==> src/rtl/pacc_pkg.sv <==
package pacc_pkg;

    localparam int CNT_W      = 16;
    localparam int CTRL_W     = 8;
    localparam int PRESCALE   = 64;
    localparam int SYNC_DEPTH = 2;

    // Writable control bits: enable, mode, select
    localparam logic [CTRL_W-1:0] CTRL_WMASK = 8'h70;

    typedef enum logic {
        MODE_EVENT = 1'b0,
        MODE_GATED = 1'b1
    } pacc_mode_e;

    typedef struct packed {
        logic       rsvd;
        logic       enable;
        pacc_mode_e mode;
        logic       sel;
        logic [3:0] unused;
    } pacc_ctrl_t;

    typedef struct packed {
        logic in_flag;
        logic ovf;
    } pacc_flags_t;

    function automatic pacc_ctrl_t ctrl_sanitize(input logic [CTRL_W-1:0] raw);
        return pacc_ctrl_t'(raw & CTRL_WMASK);
    endfunction

endpackage

==> src/rtl/pacc_sync_edge.sv <==
module pacc_sync_edge #(
    parameter int STAGES = 2
) (
    input  logic clk,
    input  logic rst,
    input  logic pin_i,
    output logic level_o,
    output logic prev_o
);
    localparam int LAST = STAGES;

    logic [LAST:0] sh_q;

    always_ff @(posedge clk) begin
        if (rst) sh_q <= '0;
        else     sh_q <= {sh_q[LAST-1:0], pin_i};
    end

    assign level_o = sh_q[LAST-1];
    assign prev_o  = sh_q[LAST];
endmodule

==> src/rtl/pacc_prescaler.sv <==
module pacc_prescaler #(
    parameter int DIV = 64
) (
    input  logic clk,
    input  logic rst,
    input  logic run_i,
    output logic tick_o
);
    generate
        if (DIV <= 1) begin : g_passthru
            assign tick_o = run_i;
        end else begin : g_divider
            localparam int W = $clog2(DIV);
            localparam logic [W-1:0] TOP = W'(DIV - 1);

            logic [W-1:0] div_q;
            logic         at_top;

            assign at_top = (div_q == TOP);
            assign tick_o = run_i & at_top;

            always_ff @(posedge clk) begin
                if (rst || !run_i) div_q <= '0;
                else if (at_top)   div_q <= '0;
                else               div_q <= div_q + 1'b1;
            end
        end
    endgenerate
endmodule

==> src/rtl/pacc_counter.sv <==
module pacc_counter #(
    parameter int W = 16
) (
    input  logic         clk,
    input  logic         rst,
    input  logic         wr_i,
    input  logic [W-1:0] wdata_i,
    input  logic         inc_i,
    output logic [W-1:0] cnt_o,
    output logic         wrap_o
);
    logic [W-1:0] cnt_q;

    assign wrap_o = inc_i & ~wr_i & (&cnt_q);
    assign cnt_o  = cnt_q;

    always_ff @(posedge clk) begin
        if (rst)        cnt_q <= '0;
        else if (wr_i)  cnt_q <= wdata_i;
        else if (inc_i) cnt_q <= cnt_q + 1'b1;
    end
endmodule

==> src/rtl/pulse_accum.sv <==
module pulse_accum
    import pacc_pkg::*;
#(
    parameter int CW       = pacc_pkg::CNT_W,
    parameter int DIVIDE   = pacc_pkg::PRESCALE,
    parameter int SYNC_STG = pacc_pkg::SYNC_DEPTH
) (
    input  logic          clk,
    input  logic          rst,
    input  logic          timer_en_i,
    input  logic          pin_i,
    input  logic          ctrl_wr_i,
    input  logic [7:0]    ctrl_wdata_i,
    output logic [7:0]    ctrl_rdata_o,
    input  logic          cnt_wr_i,
    input  logic [CW-1:0] cnt_wdata_i,
    output logic [CW-1:0] cnt_o,
    input  logic          flag_clr_i,
    input  logic [1:0]    flag_clr_mask_i,
    output logic          ovf_flag_o,
    output logic          in_flag_o
);
    pacc_ctrl_t  ctrl_q;
    pacc_flags_t flags_q, flag_set, flag_clr;

    logic lvl, prv, tick, wrap;
    logic edge_hit, gate_now, gate_was, inc;

    always_ff @(posedge clk) begin
        if (rst)            ctrl_q <= '0;
        else if (ctrl_wr_i) ctrl_q <= ctrl_sanitize(ctrl_wdata_i);
    end
    assign ctrl_rdata_o = ctrl_q;

    pacc_sync_edge #(.STAGES(SYNC_STG)) i_sync (
        .clk(clk), .rst(rst), .pin_i(pin_i), .level_o(lvl), .prev_o(prv)
    );

    pacc_prescaler #(.DIV(DIVIDE)) i_presc (
        .clk(clk), .rst(rst), .run_i(timer_en_i), .tick_o(tick)
    );

    // Edge select: 1 = rising, 0 = falling; gate level: 0 = high, 1 = low
    assign edge_hit = ctrl_q.sel ? (lvl & ~prv) : (~lvl & prv);
    assign gate_now = lvl ^ ctrl_q.sel;
    assign gate_was = prv ^ ctrl_q.sel;

    always_comb begin
        inc = 1'b0;
        if (ctrl_q.enable) begin
            unique case (ctrl_q.mode)
                MODE_EVENT: inc = edge_hit;
                MODE_GATED: inc = gate_now & tick & timer_en_i;
                default:    inc = 1'b0;
            endcase
        end
    end

    pacc_counter #(.W(CW)) i_cnt (
        .clk(clk), .rst(rst), .wr_i(cnt_wr_i), .wdata_i(cnt_wdata_i),
        .inc_i(inc), .cnt_o(cnt_o), .wrap_o(wrap)
    );

    always_comb begin
        flag_set.ovf     = wrap;
        flag_set.in_flag = ctrl_q.enable && (ctrl_q.mode == MODE_GATED)
                           && gate_was && !gate_now;
        flag_clr.ovf     = flag_clr_i & flag_clr_mask_i[0];
        flag_clr.in_flag = flag_clr_i & flag_clr_mask_i[1];
    end

    always_ff @(posedge clk) begin
        if (rst) flags_q <= '0;
        else     flags_q <= (flags_q & ~flag_clr) | flag_set;
    end

    assign ovf_flag_o = flags_q.ovf;
    assign in_flag_o  = flags_q.in_flag;
endmodule

==> config.mk <==
export PLATFORM = sky130hd
export DESIGN_NAME = pulse_accum
export DESIGN_NICKNAME = d
export VERILOG_FILES = /design/src/rtl/pacc_pkg.sv /design/src/rtl/pacc_sync_edge.sv /design/src/rtl/pacc_prescaler.sv /design/src/rtl/pacc_counter.sv /design/src/rtl/pulse_accum.sv
export SDC_FILE = /design/constraint.sdc
export NUM_CORES = 1
export LEC_CHECK = 0
export BUFFER_PORTS_ARGS = -buffer_cell sky130_fd_sc_hd__buf_2
export CAP_MARGIN = 20
export CORE_ASPECT_RATIO = 1.4
export CORE_MARGIN = 1
export CORE_UTILIZATION = 40
export CTS_CLUSTER_DIAMETER = 80
export CTS_CLUSTER_SIZE = 14
export DETAILED_ROUTE_END_ITERATION = 12
export PLACE_DENSITY_LB_ADDON = 0.12
export SYNTH_ARGS = -nofsm -noshare
export SYNTH_HDL_FRONTEND = slang
export SYNTH_SLANG_ARGS = --single-unit
export TNS_END_PERCENT = 30
==> constraint.sdc <==
create_clock -name clk -period 3 [get_ports clk]
set_clock_uncertainty 0.1 [all_clocks]
set_input_delay 0.3 -clock clk [delete_from_list [all_inputs] [get_ports clk]]
set_output_delay 0.3 -clock clk [all_outputs]
set_load 0.03 [all_outputs]
# Yosys cells after proc, flatten, opt, wreduce, memory -nomap -nowiden
# Cells that the tools add are included.
# op_classes
bitwise	18
eq_ne	1
add_sub_neg	2
mux	5
n_reduce_logical	9
# op_table
cell	n
16-bit 2-to-1 mux	2
16-bit by 1-bit adder with 16-bit output, second input constant	1
16-bit AND reduction	1
1-bit AND	9
6-bit by 1-bit adder with 6-bit output, second input constant	1
6-bit == test, second input constant	1
1-bit inverter	4
1-bit logical AND	3
2-bit AND	1
1-bit logical NOT	2
1-bit 2-to-1 mux	2
2-bit inverter	1
2-bit bitwise OR	1
1-bit case mux with 2 select lines	1
2-bit nonzero test	1
2-bit OR reduction	1
1-bit bitwise XOR	2
1-bit logical OR	1
# word_totals
word_cells	43
ff_bits	30
inputBits	33

# Depth between registers and ports, before layout
# Gate-level depths: netlist of run 1.
# depth
word_depth	9
depth_mapped	7
depth_no_buf	5

# By module
# A second synthesis of run 1 with hierarchy kept.
# unflattened
cells_unflattened	183
hier_area_um2	1590.3
# by_module_without_submodules
module	area_per_inst_um2	cells_per_inst	instances
pacc_counter	977.2	117	1
pulse_accum	286.5	32	1
pacc_prescaler	247.7	28	1
pacc_sync_edge	78.8	6	1

# Worst setup path after synthesis of run 1
# OpenSTA, ideal clock, no wires.
# synth_timing
path_type	register -> register
from	reg ctrl_q (netlist bit ctrl_rdata_o[4])
to	reg i_cnt.cnt_q[11], in the netlist i_cnt.cnt_o[11]
slack_ns	0.859
setup_time_ns	0.143
synth_period_minus_slack_ns	2.141
stages_incl_launch_ff	7
arrival_ns	1.898
path_cell_list	dfxtp_1 > xnor2_1 > or4_1 > buf_6 > buf_6 > a2111oi_1 > a2111oi_2
# synth_between
elab_chain_len	6
word_cells_on_any_way	7
# synth_lines
item	line	source
start: declaration	pulse_accum.sv:23	pacc_ctrl_t ctrl_q;
start signal: assignment	pulse_accum.sv:31	else if (ctrl_wr_i) ctrl_q <= ctrl_sanitize(ctrl_wdata_i);
1-bit bitwise XOR	pulse_accum.sv:45	assign gate_now = lvl ^ ctrl_q.sel;
1-bit AND (2 in a row)	pulse_accum.sv:53	MODE_GATED: inc = gate_now & tick & timer_en_i;
1-bit case mux with 2 select lines (*)	pulse_accum.sv:51	unique case (ctrl_q.mode)
1-bit 2-to-1 mux (*)	pulse_accum.sv:50	if (ctrl_q.enable) begin
2-bit nonzero test (no line) (*)	--	
end signal: assignment	pacc_counter.sv:19	else if (wr_i) cnt_q <= wdata_i;
end signal: assignment	pacc_counter.sv:20	else if (inc_i) cnt_q <= cnt_q + 1'b1;
end: declaration	pacc_counter.sv:12	logic [W-1:0] cnt_q;
# Mark *: on every way between the ends. The rest lies on a longest branch, timed or not.
# A chain may end at the register's enable or synchronous reset.

# Final worst setup path of run 1
# layout_timing
from	reg i_presc.g_divider.div_q[0]
to	reg i_cnt.cnt_q[8], in the netlist i_cnt.cnt_o[8]
# layout_between
elab_chain_len	7
# layout_lines
item	line	source
start: declaration	pacc_prescaler.sv:16	logic [W-1:0] div_q;
start signal: assignment	pacc_prescaler.sv:25	else div_q <= div_q + 1'b1;
6-bit == test	pacc_prescaler.sv:19	assign at_top = (div_q == TOP);
1-bit AND	pacc_prescaler.sv:20	assign tick_o = run_i & at_top;
1-bit AND (2 in a row)	pulse_accum.sv:53	
1-bit case mux with 2 select lines	pulse_accum.sv:51	
1-bit 2-to-1 mux	pulse_accum.sv:50	
2-bit nonzero test (no line)	--	
# No other way between the ends.

==> results of run 1 <==
metal layers:
layer  part of all wire [%]  up-vias  wire, um  track usage (%)
met4                    1.5        0        59             7.86
li1                       -      853         -                -
met1                     44      748      1780             22.2
met5                      0        -         0                0
met2                     51       35      2040             33.1
met3                    3.6        5       147             4.21
Yosys cell counts (all sizes together), types with 3 or more instances:
cell type,instances,area share [%]
a2111oi,22,12
a211o,6,3.0
a211oi,5,2.2
a21o,5,2.2
a21oi,3,0.87
buf,10,4.8
clkbuf,10,2.2
dfxtp,30,35
inv,10,2.2
mux2i,3,1.7
nand2,16,3.5
nand3,11,3.2
nor2,33,7.1
nor2b,5,1.8
o21ai,4,1.2
cell families (layout without fill, tap and decap cells):
family | Yosys count | after routing | synth area share [%]
compound gates | 58 | 58 | 28.1
xor+xnor | 4 | 4 | 2.02
fa+ha+maj | 2 | 2 | 1.44
buf+inv | 30 | 68 | 9.09
flops | 30 | 30 | 34.6
mux | 3 | 3 | 1.73
other cells | 1 | 5 | 0.216
simple gates | 83 | 83 | 22.7
area by class of cell:
class | count | area [um2] | share of cell area, %
multi-input cells | 155 | 991 | 48.8
flip-flops and latches | 30 | 601 | 29.6
repair buffers | 50 | 255 | 12.6
clock buffers | 7 | 86.3 | 4.25
well taps | 45 | 56.3 | 2.77
inverters | 10 | 37.5 | 1.85
clock inverters | 1 | 5.00 | 0.246
registers in the layout, summed over array words and instances (netlist names):
name	flops
in_flag_o	1
ctrl_rdata_o	3
i_cnt.cnt_o	16
ovf_flag_o	1
i_sync.sh_q	3
i_presc.g_divider.div_q	6
worst paths after layout:
check / startpoint / endpoint / slack, ps / depth (start not counted)
worst max register to register: i_presc.g_divider.div_q[0]$_SDFF_PP0_ / i_cnt.cnt_o[8]$_SDFFE_PP0P_ / 790 / 6
worst min register to register: i_sync.sh_q[0]$_SDFF_PP0_ / i_sync.sh_q[1]$_SDFF_PP0_ / 340 / 1
worst min-delay path: pin_i / i_sync.sh_q[0]$_SDFF_PP0_ / 130 / 2
worst max-delay path: i_presc.g_divider.div_q[0]$_SDFF_PP0_ / i_cnt.cnt_o[8]$_SDFFE_PP0P_ / 790 / 6
stage by stage:
stage	hold slack, ps	cell area [um2]	setup WS [ps]	std cells	power [mW]
detailed placement	329	1940	776	290	0.589
global route	147	2030	580	298	0.962
finish	130	2030	786	298	0.915
global placement	328	1940	766	290	0.588
CTS	124	2030	775	298	0.927
floorplan	314	1750	859	215	0.545
power groups by stage:
stage | Combinational (mW) | Clock [mW] | Sequential [mW]
floorplan | 0.0680 | 0 | 0.477
global placement | 0.138 | 0 | 0.449
detailed placement | 0.139 | 0 | 0.450
CTS | 0.139 | 0.347 | 0.440
global route | 0.152 | 0.366 | 0.445
finish | 0.138 | 0.338 | 0.440
worst reg2reg max path: stages (launching register included):
cell,delay (ps)
dfxtp_1,350
ha_1,210
nand3_1,130
or4_1,510
buf_4,230
a211o_1,290
a2111oi_1,310
==> impl_results.md, run 1 <==
- Cts repair resizes: 0
- Slew Limit Headroom: 52.7%
- CP max FO: 26
- Clk root buf: clkbuf_8
- CTS Buf Count: 5
- CTS max path bufs: 2
- CP Launch Type: flop
- Filler Cell Count: 445
- Endpoints failing setup: 0
- Number of synthesized flops with an enable pin: 0
- Gate Count Post-Synth: 211
- Initial antenna violation count: 0
- 1st-pass router iterations: 8
- Mapped Area: 0.00173 mm2
- Synth Area per Inst: 8.22 um2
- Wire length per cell: 13.5 um
- GRT Util Overall: 19.0%
- TritonCTS clock tree: done
- Final Core Density: 48.3%
- Yosys reg bits: 30
- Switch Pwr: 0.264 mW
- Tmin final: 2210 ps
- Setup crit end kind: flop
- Clock slew at reported path FFs: 70 ps
- Vias per cell: 5.51
- Share of layout cells above drive strength 1: 23.3%
- Top_reg_cell synth: dfxtp_1
- Sink count of the clock tree: 30
- Internal: 0.652 mW
- Logic pwr share: 15.0%
- First-pass GRT wire length: 6.77 mm
- Clk pwr share: 36.9%
- Placeable Area: 0.00420 mm2
- Part of the power in registers: 48.1%
- Row cnt: 28
- Clk_lat worst skew: 280 ps
- Sequential share of the synthesized area: 34.6%
- Final count of hold timing violations: 0
- Worst-margin pin slew: 704 ps
- Area Overhead vs Synth: 17.2%
- Die ar.: 0.00461 mm2
- Sw Ratio: 28.8%
- Initial DRC count: 66
- # hold bufs at CTS: 0
- Crit path max-delay family: simple AND/OR/NAND/NOR gates
- IO Count: 59
- H-tree depth: 2
- Req. time, crit path: 3070 ps
- Leak: 0.822 nW
- Fin Setup TNS: 0 ps
- Final ANT Viol Nets: 0
- Vias in the first global route: 1519
- Number of port buffers: 48
- Fraction of registers with async set/reset: 0%
- Slew Viols, Final: 0
- Post-CTS Setup Repair Bufs: 0
- Most frequent cells in the layout: buf_2, nor2_1, dfxtp_1
- DP HPWL: 2.75 mm
- Setup Crit Path Kind: flop to flop
- Die extent in y: 79.9 um
- GR Overflow Total: 0
- Status: complete, but fails checks
- Highest ir drop seen on vdd: 0.254 mV
- Hold Crit Class: input port to flop
- Max Clock Freq: 0.452 GHz
- Ant diodes: 0
- GPL Wtd Cong: 0.707
- Initial core utilization: 41.2%
- Die X: 57.7 um
- Routed wire length: 4.03 mm
- CP Cell Sequence: ha_1, nand3_1, or4_1, buf_4, a211o_1, a2111oi_1
- CP bufs+invs: 1
- MaxCap Viol Count: 0
- Pin count of the biggest net entering global routing: 29
- Post-synth cell types: 47
- PD cells: 451 mW/mm2
- Critical path data arrival time: 2290 ps
- Commonest non-fill, non-tap cell in the layout: buf_2
- CP peak stage delay: 510 ps
- Syn. warnings: 0
- Final period util: 73.8%
- Vias: 1641
- Post-route DRC: 2
- CP max stage cell: or4_1
- RSZ-0062 raised after global routing: no
- Layout net count: 287
- Failing checks: design-rule violations
(Power assumes the default switching activity.)
==> run 2: changes to the inputs <==
- ABC_AREA: default -> 1
- clock period: 3 -> 2.2 ns (I/O delays scaled with it)
==> run 2 against run 1 <==
Effect of this change:
- the flow now finishes without violations
- maximum frequency is 31% higher
- first-iteration DRC count is 59% lower
- sequential share of layout area shrank 1.7 points
- routed wire length grew 6.8%
- count of clock-buffer cells in the layout shrank 1
- final area is 6.2% higher
- non-clock buffer count fell by 1
==> impl_results.md, run 2 <==
- Status: completed
- Reg-to-reg slack, setup: 510 ps (-280 ps)
- Initial antenna violation count: 0 (unchanged)
- CP Cell Sequence: ha_1, nand2_1, nor2_4, nand2_1, o21bai_1, nand3_1, nand2_1, nand2_1, a21oi_2
- Hold Crit Class: input port to flop
- Number of synthesized flops with an enable pin: 0 (unchanged)
- Pre-CTS setup slack: 506 ps (-269 ps)
- Post-CTS Setup Repair Bufs: 0 (unchanged)
- Ant diodes: 0 (unchanged)
- Fin Setup TNS: 0 ps (unchanged)
- CTS Buf Count: 5 (unchanged)
- Worst-margin pin slew: 521 ps (-183 ps)
- Top cell type's share of synthesized area: 33.2% (-1.5 points)
- CP peak stage delay: 410 ps (-100 ps)
- Die ar.: 0.00480 mm2 (+4.3%)
- CP Launch Type: flop
- Leading cell types by count after synthesis: nand2_1, nor2_1, dfxtp_1
- Vias: 1827 (+11%)
- First-pass GRT wire length: 7.16 mm (+5.7%)
- Vias in the first global route: 1715 (+13%)
- Pin count of the biggest net entering global routing: 23 (-21%)
- Leak: 0.949 nW (+16%)
- Commonest non-fill, non-tap cell in the layout: nand2_1
- Endpoints failing setup: 0 (unchanged)
- Worst Slack Setup Final: 510 ps (-277 ps)
- Area Overhead vs Synth: 19.2%
- Row cnt: 28 (unchanged)
- Top-count cell post-synth: nand2_1
- FF/Latch Area: 601 um2 (unchanged)
- Clk root buf: clkbuf_8
- Number of port buffers: 48 (unchanged)
- Inst Count DP: 373 (+29%)
- Total Power: 1.27 mW (+39%)
- Share of layout cells above drive strength 1: 25.9% (+2.5 points)
- Max FFs per register: 16 (unchanged)
- PD cells: 590 mW/mm2 (+31%)
- Post-route DRC: 0 (-2)
- Final ANT Viol Nets: 0 (unchanged)
- Cts repair resizes: 0 (unchanged)
- Filler Cell Count: 507 (+14%)
- RSZ-0062 raised after global routing: no
- Initial DRC count: 27 (-59%)
- Syn. warnings: 0 (unchanged)
- 1st-pass router iterations: 4 (-4)
- Vias per cell: 4.80 (-13%)
- Die extent in y: 81.6 um (+2.1%)
- Sink count of the clock tree: 30 (unchanged)
- Mapped Area: 0.00181 mm2 (+4.4%)
- Most frequent cells in the layout: nand2_1, buf_2, nor2_1
- GRT Util Overall: 19.6% (+0.60 points)
- Die X: 58.9 um (+2.1%)
- IO Count: 59 (unchanged)
- # hold bufs at CTS: 0 (unchanged)
- Initial core utilization: 42.4% (+1.1 points)
- Top_reg_cell synth: dfxtp_1
- Synth Area per Inst: 6.66 um2 (-19%)
- Highest ir drop seen on vdd: 0.380 mV (+50%)
- Routed wire length: 4.31 mm (+6.8%)
- Multi-input gate area: 0.00107 mm2 (+8.2%)
- Yosys reg bits: 30 (unchanged)
- Worst path most repeated cell: nand2_1
- Fraction of registers with async set/reset: 0% (unchanged)
- Clk_lat worst skew: 290 ps (about the same)
- Final count of hold timing violations: 0 (unchanged)
- Sequential share of the synthesized area: 33.2% (-1.5 points)
- CP max stage cell: dfxtp_1
- Biggest area consumer among synthesized cells: dfxtp_1
- GPL Wtd Cong: 0.819 (+16%)
- H-tree depth: 2 (unchanged)
- Setup Crit Path Kind: flop to flop
- Setup crit end kind: flop
- Wire length per cell: 11.3 um (-16%)
- Gate Count Post-Synth: 272 (+29%)
- Fin Hold WS: 36.6 ps (-93.1 ps)
- Slew Viols, Final: 0 (unchanged)
- CP max FO: 6 (-77%)
- Clock slew at reported path FFs: 70 ps (about the same)
- Post-synth cell types: 29 (-38%)
- Req. time, crit path: 2320 ps (-750 ps)
- DP HPWL: 3.13 mm (+14%)
- Max Clock Freq: 0.592 GHz (+31%)
- Layout net count: 355 (+24%)
- MaxCap Viol Count: 0 (unchanged)
- TritonCTS clock tree: done
- Tmin final: 1690 ps (-523 ps)
- Final period util: 76.8% (+3.0 points)
- Slew Limit Headroom: 65.2% (+13 points)
- GR Overflow Total: 0 (unchanged)
- Critical path data arrival time: 1810 ps (-480 ps)
- Fin cells: 381 (+28%)
- CTS max path bufs: 2 (unchanged)
- Placeable Area: 0.00427 mm2 (+1.7%)
- Area contributors post-synth: dfxtp_1, nand2_1, nor2_1
[run 2: changes by cell type in the layout (fill, tap and decap cells not counted), moves of 6 or more]
cell,previous run,this run
a2111oi_0,11,0
a2111oi_1,9,0
a211o_1,6,0
a21oi_1,3,12
inv_1,10,18
nand2_1,16,90
nand3_1,11,22
nand4_1,2,8
[run 2: final timing paths]
path | startpoint | endpoint | cells past startpoint
min | pin_i | i_sync.sh_q[0]$_SDFF_PP0_ | 3
max | i_cnt.cnt_o[0]$_SDFFE_PP0P_ | i_cnt.cnt_o[10]$_SDFFE_PP0P_ | 9
min reg2reg | i_sync.sh_q[0]$_SDFF_PP0_ | i_sync.sh_q[1]$_SDFF_PP0_ | 2
max reg2reg | i_cnt.cnt_o[0]$_SDFFE_PP0P_ | i_cnt.cnt_o[10]$_SDFFE_PP0P_ | 9
[run 2: final cells by class]
class | instances | area share [%]
clock inverters | 2 | 0.580
flip-flops and latches | 30 | 27.8
well taps | 60 | 3.48
multi-input cells | 216 | 49.7
clock buffers | 6 | 3.83
repair buffers | 49 | 11.5
inverters | 18 | 3.13
[run 2: metal layers]
metal  vias up  GRT usage (%)  wire length, um
met5         -              0                0
li1        965              -                -
met2        45           37.5             2260
met1       809           20.2             1790
met3         8           3.94              159
met4         0           8.33               94
[run 2: power breakdown]
part	switching [mW]	leakage [nW]	total (mW)	internal, mW
sequential	0.0316	0.245	0.598	0.567
clock	0.220	0.0472	0.471	0.251
combinational	0.135	0.657	0.203	0.0687
total	0.386	0.949	1.27	0.886
[run 2: metrics by stage]
step,instance area [um2],util (%)
after floorplan,1830,-
after global placement,2060,48.3
after detailed placement,2060,48.3
after CTS,2160,50.5
after global routing,2160,50.5
final,2160,50.5
[run 2: cell families after synthesis]
| kind of cell | count (synthesis) | synth area share (%) |
|---|---|---|
| AOI/OAI and AO/OA | 30 | 10.4 |
| adders and majority gates | 2 | 1.38 |
| other | 1 | 0.207 |
| DFF | 30 | 33.2 |
| and+or+nand+nor | 173 | 43.5 |
| xor gates and xnor gates | 6 | 2.90 |
| buffers and inverters | 30 | 8.43 |
[run 2: critical path: cells and delay by family (launching register included)]
family	cells	cell delay, ps
simple gates	6	640
fa+ha+maj	1	230
compound gates	2	250
flops	1	410
